===== config.mk =====
export PLATFORM = sky130hd
export DESIGN_NAME = fsr_regfile
export DESIGN_NICKNAME = d
export VERILOG_FILES = /design/src/rtl/fsr_pkg.sv /design/src/rtl/fsr_decode.sv /design/src/rtl/fsr_bank_store.sv /design/src/rtl/fsr_rsp_fsm.sv /design/src/rtl/fsr_regfile.sv
export SDC_FILE = /design/constraint.sdc
export NUM_CORES = 1
export LEC_CHECK = 0
export BUFFER_PORTS_ARGS = -buffer_cell sky130_fd_sc_hd__buf_4
export CAP_MARGIN = 15
export CORE_ASPECT_RATIO = 1.5
export CORE_MARGIN = 3
export CORE_UTILIZATION = 48
export CTS_CLUSTER_DIAMETER = 50
export DETAILED_ROUTE_END_ITERATION = 16
export PLACE_DENSITY = 0.75
export RECOVER_POWER = 50
export SYNTH_ARGS = -nofsm -noshare
export SYNTH_HDL_FRONTEND = slang
export SYNTH_SLANG_ARGS = --single-unit

===== constraint.sdc =====
create_clock -name clk -period 1.05 [get_ports clk]
set_input_delay 0.0525 -clock clk [delete_from_list [all_inputs] [get_ports clk]]
set_output_delay 0.0525 -clock clk [all_outputs]
set_load 0.005 [all_outputs]

===== src/rtl/fsr_pkg.sv =====
package fsr_pkg;
    typedef enum logic [1:0] {
        ST_IDLE = 2'd0,
        ST_ACK  = 2'd1,
        ST_NAK  = 2'd2
    } rsp_state_e;

    localparam int unsigned NUM_BANKS = 2;
    localparam int unsigned BANK_NS   = 0;
    localparam int unsigned BANK_SEC  = 1;
endpackage


===== src/rtl/fsr_decode.sv =====
module fsr_decode #(
    parameter int unsigned        DATA_W    = 32,
    parameter int unsigned        ADDR_W    = 12,
    parameter logic [ADDR_W-1:0]  STAT_BASE = 12'hD28,
    parameter logic [ADDR_W-1:0]  HARD_OFF  = 12'hD2C
) (
    input  logic [ADDR_W-1:0] addr,
    input  logic [1:0]        size,
    input  logic [DATA_W-1:0] wdata,
    output logic              hit_stat,
    output logic              hit_hard,
    output logic              acc_bad,
    output logic [4:0]        lane_shift,
    output logic [DATA_W-1:0] size_mask,
    output logic [DATA_W-1:0] clr_vec
);
    logic [ADDR_W-1:0] off;
    logic [1:0]        lane;
    logic [2:0]        nbytes;
    logic [3:0]        last_end;

    always_comb begin
        off       = addr - STAT_BASE;
        lane      = off[1:0];
        unique case (size)
            2'd0:    nbytes = 3'd1;
            2'd1:    nbytes = 3'd2;
            default: nbytes = 3'd4;
        endcase
        last_end  = {2'b00, lane} + {1'b0, nbytes};
        unique case (size)
            2'd0:    size_mask = DATA_W'(8'hFF);
            2'd1:    size_mask = DATA_W'(16'hFFFF);
            default: size_mask = '1;
        endcase
        hit_stat   = (size != 2'd3) && (addr >= STAT_BASE) &&
                     (off < ADDR_W'(4)) && (last_end <= 4'd4);
        hit_hard   = (addr == HARD_OFF) && (size == 2'd2);
        acc_bad    = !(hit_stat || hit_hard);
        lane_shift = {lane, 3'b000};
        clr_vec    = (wdata & size_mask) << lane_shift;
    end
endmodule


===== src/rtl/fsr_bank_store.sv =====
module fsr_bank_store
    import fsr_pkg::*;
#(
    parameter int unsigned DATA_W    = 32,
    parameter int unsigned SHARED_LO = 8,
    parameter int unsigned SHARED_HI = 15
) (
    input  logic              clk,
    input  logic              rst_n,
    input  logic              stat_clr_en,
    input  logic              stat_clr_sec,
    input  logic [DATA_W-1:0] stat_clr_vec,
    input  logic              hard_clr_en,
    input  logic [DATA_W-1:0] hard_clr_vec,
    input  logic              evt_valid,
    input  logic              evt_secure,
    input  logic [DATA_W-1:0] evt_mask,
    input  logic [DATA_W-1:0] hf_set,
    output logic [DATA_W-1:0] ns_q,
    output logic [DATA_W-1:0] sec_q,
    output logic [DATA_W-1:0] hf_q
);
    localparam int unsigned SH_W = SHARED_HI - SHARED_LO + 1;
    localparam logic [DATA_W-1:0] SHARED_MASK = DATA_W'({SH_W{1'b1}}) << SHARED_LO;

    logic [DATA_W-1:0] clr_b [NUM_BANKS];
    logic [DATA_W-1:0] set_b [NUM_BANKS];
    logic [DATA_W-1:0] bank_q[NUM_BANKS];

    always_comb begin
        clr_b[BANK_NS]  = '0;
        clr_b[BANK_SEC] = '0;
        set_b[BANK_NS]  = '0;
        set_b[BANK_SEC] = '0;
        if (stat_clr_en) begin
            if (stat_clr_sec) begin
                clr_b[BANK_SEC] = stat_clr_vec & ~SHARED_MASK;
                clr_b[BANK_NS]  = stat_clr_vec & SHARED_MASK;
            end else begin
                clr_b[BANK_NS]  = stat_clr_vec;
            end
        end
        if (evt_valid) begin
            if (evt_secure) begin
                set_b[BANK_SEC] = evt_mask & ~SHARED_MASK;
                set_b[BANK_NS]  = evt_mask & SHARED_MASK;
            end else begin
                set_b[BANK_NS]  = evt_mask;
            end
        end
    end

    for (genvar b = 0; b < NUM_BANKS; b++) begin : g_bank
        always_ff @(posedge clk or negedge rst_n) begin
            if (!rst_n) bank_q[b] <= '0;
            else        bank_q[b] <= (bank_q[b] & ~clr_b[b]) | set_b[b];
        end
    end

    always_ff @(posedge clk or negedge rst_n) begin
        if (!rst_n) hf_q <= '0;
        else        hf_q <= (hf_q & ~(hard_clr_en ? hard_clr_vec : '0)) | hf_set;
    end

    assign ns_q  = bank_q[BANK_NS];
    assign sec_q = bank_q[BANK_SEC];
endmodule


===== src/rtl/fsr_rsp_fsm.sv =====
module fsr_rsp_fsm
    import fsr_pkg::*;
#(
    parameter int unsigned DATA_W = 32
) (
    input  logic              clk,
    input  logic              rst_n,
    input  logic              req_valid,
    input  logic              acc_bad,
    input  logic [DATA_W-1:0] rd_word,
    output logic              rsp_valid,
    output logic              rsp_err,
    output logic [DATA_W-1:0] rsp_rdata
);
    rsp_state_e        state_q, state_d;
    logic [DATA_W-1:0] rdata_q;

    always_comb begin
        state_d = ST_IDLE;
        if (req_valid) state_d = acc_bad ? ST_NAK : ST_ACK;
    end

    always_ff @(posedge clk or negedge rst_n) begin
        if (!rst_n) begin
            state_q <= ST_IDLE;
            rdata_q <= '0;
        end else begin
            state_q <= state_d;
            rdata_q <= (state_d == ST_ACK) ? rd_word : '0;
        end
    end

    always_comb begin
        rsp_valid = 1'b0;
        rsp_err   = 1'b0;
        unique case (state_q)
            ST_IDLE: ;
            ST_ACK:  rsp_valid = 1'b1;
            ST_NAK:  begin rsp_valid = 1'b1; rsp_err = 1'b1; end
            default: ;
        endcase
        rsp_rdata = rdata_q;
    end
endmodule


===== src/rtl/fsr_regfile.sv =====
module fsr_regfile #(
    parameter int unsigned        DATA_W    = 32,
    parameter int unsigned        ADDR_W    = 12,
    parameter logic [ADDR_W-1:0]  STAT_BASE = 12'hD28,
    parameter logic [ADDR_W-1:0]  HARD_OFF  = 12'hD2C,
    parameter int unsigned        SHARED_LO = 8,
    parameter int unsigned        SHARED_HI = 15
) (
    input  logic              clk,
    input  logic              rst_n,
    input  logic              req_valid,
    input  logic              req_write,
    input  logic              req_secure,
    input  logic [ADDR_W-1:0] req_addr,
    input  logic [1:0]        req_size,
    input  logic [DATA_W-1:0] req_wdata,
    input  logic              evt_valid,
    input  logic              evt_secure,
    input  logic [DATA_W-1:0] evt_mask,
    input  logic [DATA_W-1:0] hf_set,
    output logic              rsp_valid,
    output logic              rsp_err,
    output logic [DATA_W-1:0] rsp_rdata
);
    localparam int unsigned SH_W = SHARED_HI - SHARED_LO + 1;
    localparam logic [DATA_W-1:0] SHARED_MASK = DATA_W'({SH_W{1'b1}}) << SHARED_LO;

    logic              hit_stat, hit_hard, acc_bad;
    logic [4:0]        lane_shift;
    logic [DATA_W-1:0] size_mask, clr_vec;
    logic [DATA_W-1:0] ns_q, sec_q, hf_q;
    logic [DATA_W-1:0] view_word, rd_word;
    logic              wr_ok;

    fsr_decode #(
        .DATA_W(DATA_W), .ADDR_W(ADDR_W),
        .STAT_BASE(STAT_BASE), .HARD_OFF(HARD_OFF)
    ) u_decode (
        .addr(req_addr), .size(req_size), .wdata(req_wdata),
        .hit_stat(hit_stat), .hit_hard(hit_hard), .acc_bad(acc_bad),
        .lane_shift(lane_shift), .size_mask(size_mask), .clr_vec(clr_vec)
    );

    assign wr_ok = req_valid && req_write && !acc_bad;

    fsr_bank_store #(
        .DATA_W(DATA_W), .SHARED_LO(SHARED_LO), .SHARED_HI(SHARED_HI)
    ) u_store (
        .clk(clk), .rst_n(rst_n),
        .stat_clr_en(wr_ok && hit_stat), .stat_clr_sec(req_secure),
        .stat_clr_vec(clr_vec),
        .hard_clr_en(wr_ok && hit_hard), .hard_clr_vec(req_wdata),
        .evt_valid(evt_valid), .evt_secure(evt_secure), .evt_mask(evt_mask),
        .hf_set(hf_set),
        .ns_q(ns_q), .sec_q(sec_q), .hf_q(hf_q)
    );

    always_comb begin
        view_word = (req_secure ? sec_q : ns_q) | (ns_q & SHARED_MASK);
        if (req_write)     rd_word = '0;
        else if (hit_hard) rd_word = hf_q;
        else               rd_word = (view_word >> lane_shift) & size_mask;
    end

    fsr_rsp_fsm #(.DATA_W(DATA_W)) u_rsp (
        .clk(clk), .rst_n(rst_n), .req_valid(req_valid), .acc_bad(acc_bad),
        .rd_word(rd_word),
        .rsp_valid(rsp_valid), .rsp_err(rsp_err), .rsp_rdata(rsp_rdata)
    );
endmodule


==> results by group <==
Global routing
  – Antenna violations before repair: 1
  – GRT Util Overall: 42.2%
  – Vias in the first global route: 8572
  – Total grt overflow: 0
  – First-pass GRT wire length: 48000 microns
  – Largest net degree at the start of global routing: 58

Timing
  – Worst Slack Setup Final: -1.01 ns
  – Max-slew violations: 0
  – Final setup TNS: -98.05 ns
  – Final setup vio count: 125
  – RSZ-0062 raised after global routing: true
  – Slew headroom: 47.3%
  – Final worst-path cycle share: 196%
  – Fmax: 486 MHz
  – Worst-case clock skew: 0.00776 ns
  – Min Tclk post-route: ~2 ns
  – Final hold vios: 0
  – Measured slew at the worst slew-check pin: 0.790 ns

Pwr
  – Maximum vdd drop: 842 uV
  – LEAKAGE: roughly 5.1 nW
  – P per Cell Area: 1110 mW/mm^2

Critical path
  – CP cell instances: buf_6, or2_4, inv_4, ha_4, inv_2, fa_2, nor2b_4, o211ai_1, buf_4, nor4b_4, buf_4, o211ai_1
  – Largest fanout on the critical path: 8
  – R2r startpoint: u_store.sec_q[22]$_DFF_PN0_
  – Max stage delay cell, worst path: fa_2
  – R2r setup slk: -0.42 ns
  – Worst flop-to-flop path endpoint: u_rsp.rsp_rdata[14]$_DFF_PN0_
  – Max incr delay on CP: 0.54 ns
  – Required @ worst endpoint: 1.33 ns
  – CP endpoint kind: register
  – Critical Path Start: req_size[0]
  – CP endpoint: u_store.ns_q[29]$_DFF_PN0_
  – Crit Path Class: in -> reg
  – Reg2Reg Depth: 5
  – Worst endpoint data arrival time: 2.33 ns
  – CP startpoint kind: primary input

Clock network
  – H-Tree Depth: 4
  – Clk buf depth: 2
  – CTS tree: yes
  – CTS root buf: clkbuf_16
  – CTS sink count: 122
  – Clk Latency, worst-skew pair: around 0.43 ns
  – Num CTS Buffers: 17
  – Clock-pin slew on the worst setup and hold paths: roughly 0.060 ns

Logic synthesis
  – Sequential share of the synthesized area: 45.2%
  – Mapped Avg Cell Area: around 9.6 sq um
  – Netlist cell types: between 40 and 50
  – Syn Inst Count: 704
  – Top FF cell, synth: dfrtp_1
  – Post-synthesis register bit count: between 100 and 150
  – Post-synth EDFFs: 0
  – Async set-reset flop share out of synthesis: 100%
  – Mapped Nets: 826
  – Yosys warning total: 0
  – Cell Area, Synth: 0.00676 sq mm

Floorplan
  – DIE HEIGHT: 151 microns
  – Initial Utilization: between 40% and 50%
  – CORE AREA: 0.0137 sq mm
  – # IOs: ~150
  – DIE AREA: 0.0156 sq mm
  – Row cnt: 52
  – Die X: 103 microns

Finish
  – Filler Cells Inserted: 651
  – Finished Cell Area: between 0.01 and 0.015 sq mm
  – Layout Nets: 1205
  – Fin cells: 1258
  – Share of post-route cells with drive strength above 1: 41.4%
  – Area growth from synthesis to layout: 72.2%
  – Ant. Diodes: 0

Place
  – Inst Count DP: around 1100
  – IO buf count: 150
  – Placed instance area: 0.00902 sq mm
  – Gpl congestion: 0.976
  – HPWL Detailed: 18500 microns

Detailed routing
  – Antenna Nets Post-Route: 0
  – Detailed-route wire length: 35300 microns
  – WL/cell: ~28 microns
  – Via-to-Cell Ratio: slightly below 7
  – Initial DRC count: 1422
  – Pre-Repair DR Iteration Count: 9
  – Via count: 8622
  – # DRC: 0

Job
  – Maximum Capacitance Violations: 0

Min path
  – HP Class: in -> reg

Run status
  – Outcome: complete, but fails checks
  – Failing checks: setup timing
==> cell usage after synthesis (2+ instances only) <==
cell	number	area, sq um
nand4_1	33	206
buf_4	4	30.0
mux2i_1	32	320
a22o_1	24	210
a21oi_1	33	165
a32oi_1	24	210
nand2_1	66	248
and2_1	5	31.3
clkbuf_1	22	82.6
mux2_2	8	90.1
and3_1	8	50.1
a22oi_1	16	120
o211ai_1	41	308
buf_1	8	30.0
nor2_1	25	93.8
ha_1	4	50.1
a21o_1	32	240
a2bb2oi_1	8	70.1
nor2b_1	22	138
dfrtp_1	122	3050
inv_1	40	150
o21ai_0	16	80.1
nand3_1	40	200
a211oi_1	9	67.6
nand2b_1	5	31.3
a221oi_2	2	30.0
buf_2	24	120
nand3b_1	10	75.1
==> worst max-delay path, delay by kind of cell <==
| family | cells | cell delay, ns |
|---|---|---|
| AND/OR/NAND/NOR | 3 | 0.70 |
| AO/OA/AOI/OAI | 2 | 0.27 |
| adder cells (fa/ha/maj) | 2 | 0.66 |
| buffers and inverters | 5 | 0.63 |
==> state kept, by name (all words and copies together) (netlist names) <==
signal           count
u_rsp.state_q        2
u_store.sec_q       24
u_store.hf_q        32
u_store.ns_q        32
u_rsp.rsp_rdata     32
==> report_power, final <==
group,switching (W),internal (W)
clock,0.00244,0.00354
combinational,0.00116,0.00112
sequential,0.00000304,0.00471
==> cells by family after synthesis <==
logic type / synth area share (%)
flip-flops: 45.2
AND/OR/NAND/NOR: 18.0
XOR/XNOR: 0.370
multiplexers: 6.07
adder cells (fa/ha/maj): 1.04
buffers and inverters: 6.17
AO/OA/AOI/OAI: 23.2
==> through the flow <==
| step | hold slack, ns | utilization [%] | total power [W] | setup slack [ns] |
|---|---|---|---|---|
| floorplan | -0.243 | - | 0.00544 | -1.22 |
| global placement | -0.0510 | 66.0 | 0.00630 | -1.57 |
| detailed placement | -0.0571 | 66.0 | 0.00634 | -1.75 |
| CTS | 0.00604 | 83.2 | 0.0126 | -0.912 |
| global route | 0.00867 | 85.1 | 0.0132 | -1.04 |
| finish | 0.00574 | 85.1 | 0.0130 | -1.01 |
==> worst min path at each step <==
| stage | from | end | slack, ns | depth (start not counted) |
|---|---|---|---|---|
| CTS | req_wdata[1] | u_store.hf_q[1]$_DFF_PN0_ | 0.006 | 3 |
| detailed placement | rst_n | u_store.ns_q[10]$_DFF_PN0_ | -0.06 | 1 |
| floorplan | rst_n | u_rsp.rsp_rdata[0]$_DFF_PN0_ | -0.24 | 0 |
| global route | req_wdata[1] | u_store.hf_q[1]$_DFF_PN0_ | 0.009 | 3 |
| finish | req_wdata[1] | u_store.hf_q[1]$_DFF_PN0_ | 0.006 | 3 |
| global placement | rst_n | u_store.ns_q[11]$_DFF_PN0_ | -0.05 | 1 |
==> layout make-up <==
class | count | area (sq um) | area share [%]
flip-flops and latches | 122 | 3050 | 26.3
well taps | 162 | 203 | 1.74
clock inverters | 15 | 166 | 1.43
inverters | 41 | 158 | 1.36
repair buffers | 418 | 3910 | 33.6
multi-input cells | 483 | 3720 | 32.0
clock buffers | 17 | 425 | 3.66
==> per-layer routing <==
layer / wire length, microns / vias up / GRT usage, %
met5: 0 / - / 0
met4: 4010 / 0 / 32.3
met3: 4430 / 370 / 12.7
met2: 16200 / 880 / 69.8
met1: 10800 / 3996 / 44.0
li1: - / 3376 / -
==> cells in the final DEF, fill, tap and decap left out, types with 26 or more instances in the layout <==
cell type / synthesis / final
a21o_1: 32 / 32
dfrtp_1: 122 / 121
buf_4: 4 / 269
buf_6: 0 / 26
dlygate4sd3_1: 0 / 91
nand4_1: 33 / 33
nand2_1: 66 / 66
inv_1: 40 / 37
mux2i_1: 32 / 32
o211ai_1: 41 / 41
==> timing repair <==
action                                  4_1_cts  5_1_grt
pin swaps                                    61       38
cloned                                       10        5
gates resized for setup                      79       56
buffers inserted                             25       22
endpoints found under the setup margin      124      125
hold endpoints to repair                    211        0
hold buffers                                 91        0
Power figures use the tool's default switching activity.
